==> src/rtl/seq1101_pkg.sv <==
package seq1101_pkg;

    // State-only detector: five states, binary coded
    typedef enum logic [2:0] {
        MR_IDLE         = 3'd0,
        MR_ONE          = 3'd1,
        MR_ONE_ONE      = 3'd2,
        MR_ONE_ONE_ZERO = 3'd3,
        MR_HIT          = 3'd4
    } moore_st_t;

    // State-plus-input detector: four states, codes 00..11
    typedef enum logic [1:0] {
        ML_IDLE         = 2'b00,
        ML_ONE          = 2'b01,
        ML_ONE_ONE      = 2'b10,
        ML_ONE_ONE_ZERO = 2'b11
    } mealy_st_t;

endpackage

==> src/rtl/seq1101_moore.sv <==
module seq1101_moore
    import seq1101_pkg::*;
(
    input  logic clk,
    input  logic arst,
    input  logic serial_in,
    output logic hit
);

    moore_st_t state_q;
    moore_st_t state_d;

    // Next-state logic
    always_comb begin
        state_d = MR_IDLE;
        unique case (state_q)
            MR_IDLE:         state_d = serial_in ? MR_ONE     : MR_IDLE;
            MR_ONE:          state_d = serial_in ? MR_ONE_ONE : MR_IDLE;
            MR_ONE_ONE:      state_d = serial_in ? MR_ONE_ONE : MR_ONE_ONE_ZERO;
            MR_ONE_ONE_ZERO: state_d = serial_in ? MR_HIT     : MR_IDLE;
            MR_HIT:          state_d = serial_in ? MR_ONE_ONE : MR_IDLE;
            default:         state_d = MR_IDLE;
        endcase
    end

    // State register
    always_ff @(posedge clk or posedge arst) begin
        if (arst) state_q <= MR_IDLE;
        else      state_q <= state_d;
    end

    // Output process: depends on state only
    always_comb begin
        unique case (state_q)
            MR_HIT:  hit = 1'b1;
            default: hit = 1'b0;
        endcase
    end

    // a hit is always followed by at least one quiet cycle
    a_r5_no_back_to_back: assert property (@(posedge clk) disable iff (arst)
        hit |=> !hit);

    // a hit is only reported after a 1 was sampled
    a_r3_last_bit_one: assert property (@(posedge clk) disable iff (arst)
        hit |-> $past(serial_in));

endmodule

==> src/rtl/seq1101_mealy.sv <==
module seq1101_mealy
    import seq1101_pkg::*;
(
    input  logic clk,
    input  logic arst,
    input  logic serial_in,
    output logic hit
);

    mealy_st_t state_q;
    mealy_st_t state_d;

    // Next-state logic
    always_comb begin
        state_d = ML_IDLE;
        unique case (state_q)
            ML_IDLE:         state_d = serial_in ? ML_ONE     : ML_IDLE;
            ML_ONE:          state_d = serial_in ? ML_ONE_ONE : ML_IDLE;
            ML_ONE_ONE:      state_d = serial_in ? ML_ONE_ONE : ML_ONE_ONE_ZERO;
            ML_ONE_ONE_ZERO: state_d = serial_in ? ML_ONE     : ML_IDLE;
            default:         state_d = ML_IDLE;
        endcase
    end

    // State register
    always_ff @(posedge clk or posedge arst) begin
        if (arst) state_q <= ML_IDLE;
        else      state_q <= state_d;
    end

    // Output process: depends on state and the present input
    always_comb begin
        unique case (state_q)
            ML_ONE_ONE_ZERO: hit = serial_in;
            default:         hit = 1'b0;
        endcase
    end

    // a 0 on the input never produces a hit
    a_r7_zero_blocks_hit: assert property (@(posedge clk) disable iff (arst)
        !serial_in |-> !hit);

    // a hit continues from the "one 1 seen" state
    a_r6_restart_after_hit: assert property (@(posedge clk) disable iff (arst)
        hit |=> (state_q == ML_ONE));

endmodule

==> src/rtl/seq1101_dual_detect.sv <==
module seq1101_dual_detect (
    input  logic clk,
    input  logic arst,
    input  logic serial_in,
    output logic hit_moore,
    output logic hit_mealy
);

    seq1101_moore u_moore (
        .clk       (clk),
        .arst      (arst),
        .serial_in (serial_in),
        .hit       (hit_moore)
    );

    seq1101_mealy u_mealy (
        .clk       (clk),
        .arst      (arst),
        .serial_in (serial_in),
        .hit       (hit_mealy)
    );

    // both flags are quiet while reset is held
    a_r1_reset_quiet: assert property (@(posedge clk)
        arst |-> (!hit_moore && !hit_mealy));

    // the state-only flag trails the state-plus-input flag by one cycle
    a_r3_one_cycle_lag: assert property (@(posedge clk) disable iff (arst)
        hit_moore == $past(hit_mealy));

endmodule

==> config.mk <==
export PLATFORM = sky130hd
export DESIGN_NAME = seq1101_dual_detect
export DESIGN_NICKNAME = d
export VERILOG_FILES = /design/src/rtl/seq1101_pkg.sv /design/src/rtl/seq1101_moore.sv /design/src/rtl/seq1101_mealy.sv /design/src/rtl/seq1101_dual_detect.sv
export SDC_FILE = /design/constraint.sdc
export NUM_CORES = 1
export LEC_CHECK = 0
export BUFFER_PORTS_ARGS = -buffer_cell sky130_fd_sc_hd__buf_2
export CORE_AREA = 2 2 39 41
export CTS_CLUSTER_SIZE = 25
export DETAILED_ROUTE_END_ITERATION = 8
export DIE_AREA = 0 0 41 43
export PLACE_DENSITY = 0.38
export RECOVER_POWER = 25
export SLEW_MARGIN = 10
export SYNTH_ARGS = -nofsm -noshare
export SYNTH_HDL_FRONTEND = slang
export SYNTH_HIERARCHICAL = 1
export SYNTH_SLANG_ARGS = --single-unit
==> constraint.sdc <==
create_clock -name clk -period 0.98 [get_ports clk]
set_input_delay 0.098 -clock clk [delete_from_list [all_inputs] [get_ports clk]]
set_output_delay 0.098 -clock clk [all_outputs]
set_load 0.01 [all_outputs]
==> reports/results.ini <==
[outcome]
status=complete, but fails checks
violations=negative setup slack

[die]
start_util_pct=19.9
die_w_microns=41
die_h_microns=43
io_pins=5
dieArea_sq_mm=0.00176
rows=14
core_area_sq_mm=0.00138

[clocking]
numCtsBuffers=3
cts_root_buf=clkbuf_4
clk_latency_ns=0.24
clk_transition_reported_paths_ns=0.04
cts_sinks=5
htree_levels=1
tritoncts=built
clockBufferDepth=2

[global_route]
track_usage_pct=9.19
grt_first_pass_wirelength_microns=959
overflow=0
antenna_found_initial=0
grt_pass1_vias=251
grt_max_degree=5

[cells_and_area]
diodes=0
drive_gt1_share_pct=51.2
fin_area_sq_um=437
syn_to_final_growth_pct=58.6
layout.cells.non_filler=57
nNetsFinal=48

[routing]
finalWirelength_microns=569
ant_nets=0
routed_via_density=4.00
firstDrtPassIters=1
drc=0
first_iter_violations=0
routedWlPerCell_microns=9.98
vias=228

[sta]
finalSetupViolations=6
finalClockSkew_ns=0.000115
drv_slew=0
setup_slack_ns=-0.185
post-route-period-util_pct=119
whs_ns=0.172
rsz0062_at_grt=true
tightest_slew_ns=0.172
tns_ns=-0.781
fmax_mhz=858
hold_violations=0
post-route-min-period_ns=1.17
slew_headroom_pct=88.4

[synthesis]
yosys_warnings=6
ys_seq_area_share_pct=45.5
syn_inst=24
syn-num-nets=30
synth_area_per_cell_sq_um=11.5
synthesis.area_sq_um=275
ys_types=14
ys_seq_elements=5

[placement]
postPlaceCellArea_sq_um=353
gp_congestion=0.602
dp_cells=49
port_buffers=4
dp_hpwl_microns=408

[critical_path]
cp-start-kind=register
end_kind=register
cp_max_fo=3
required_ns=1.13
reg2reg_depth=3
cp.arrival_ns=1.32
crit_type=reg2reg

[power]
p_seq_share_pct=31.0
combPwrFrac_pct=48.4
power.density_mw_per_mm2=2550
peakVddDrop_mv=0.779
finalPower_uw=1110
p_int_uw=775
netSwitchingPower_uw=337
swShare_pct=30.3
leakagePower_uw=0.000222
p_clk_share_pct=20.6

[job]
drv_cap=0

[hold_path]
hold_path_class=in2reg
min_path_cells=2

worst max-delay path, cell delays in order, from the launching register on:
cell      delay, ns
dfrtp_1        0.40
buf_6          0.13
or4bb_1        0.48
o221ai_2       0.07
routing by layer:
metal,vias up,track usage (%),routed length [microns]
met3,2,4.71,21
met5,-,0,0
met2,3,13.8,317
met4,0,8.00,10
met1,109,8.52,220
li1,114,-,-
stage by stage:
stage          worst slack, ns  util, %
2_1_floorplan          -0.0506        -
3_3_place_gp           -0.0654     25.5
3_5_place_dp           -0.0857     25.5
4_1_cts                 -0.191     30.0
5_1_grt                 -0.229     31.6
6_report                -0.185     31.6
cell type report:
cell class / instances / area (sq um)
repair buffers: 13 / 96.3
flip-flops and latches: 5 / 125
well taps: 16 / 20.0
multi-input cells: 14 / 150
fillers: 151 / 947
inverters: 5 / 18.8
clock buffers: 4 / 26.3
registers in the layout (all words and copies together), names as in the netlist:
| signal | cells |
|---|---|
| u_moore/state_q | 3 |
| u_mealy/state_q | 2 |
synth_stat cells:
cell | count | area [sq um]
and2_1 | 1 | 6.26
dfrtp_1 | 5 | 125
ha_1 | 3 | 37.5
inv_1 | 5 | 18.8
mux2_2 | 1 | 11.3
mux2_4 | 1 | 15.0
nand3b_1 | 1 | 7.51
nor2_1 | 1 | 3.75
nor3_1 | 1 | 5.00
nor3b_1 | 1 | 7.51
o221ai_1 | 1 | 8.76
or2b_2 | 1 | 8.76
or4bb_1 | 1 | 11.3
xnor2_1 | 1 | 8.76
timing repair:
item,4_1_cts,5_1_grt
gates resized for setup,3,3
buffers inserted,2,1
hold buffers,1,0
pin swaps,0,1
cloned,0,0
endpoints found under the setup margin,5,6
endpoints found under the hold margin,5,0
cell usage in the layout (no fill, tap or decap), types with 2 or more instances in the layout:
master / n
dfrtp_1: 5
clkbuf_1: 2
clkbuf_4: 3
buf_2: 3
ha_1: 2
buf_6: 2
inv_1: 5
buf_4: 6
power by group through the flow:
stage,combinational [uW],clock (uW),sequential [uW]
finish,538,229,345
global route,593,264,357
CTS,477,246,342
detailed placement,382,0,347
global placement,366,0,346
floorplan,211,0,355
final timing paths:
check,from,endpoint,slack (ns)
worst max-delay path,u_moore/state_q[1],u_moore/state_q[1],-0.19
worst min-delay path,serial_in,u_mealy/state_q[0],0.17
worst max register to register,u_moore/state_q[1],u_moore/state_q[1],-0.19
worst min register to register,u_moore/state_q[2],u_moore/state_q[0],0.54
max in group asynchronous,arst,u_moore/state_q[1],0.58
min in group asynchronous,arst,u_mealy/state_q[1],0.27
cell families after synthesis:
| kind of cell | after synthesis | synth area share (%) |
|---|---|---|
| fa+ha+maj | 3 | 13.6 |
| simple gates | 7 | 18.2 |
| xor+xnor | 1 | 3.18 |
| flops | 5 | 45.5 |
| compound gates | 1 | 3.18 |
| buf+inv | 5 | 6.82 |
| mux | 2 | 9.54 |
Power figures use the tool's default switching activity.
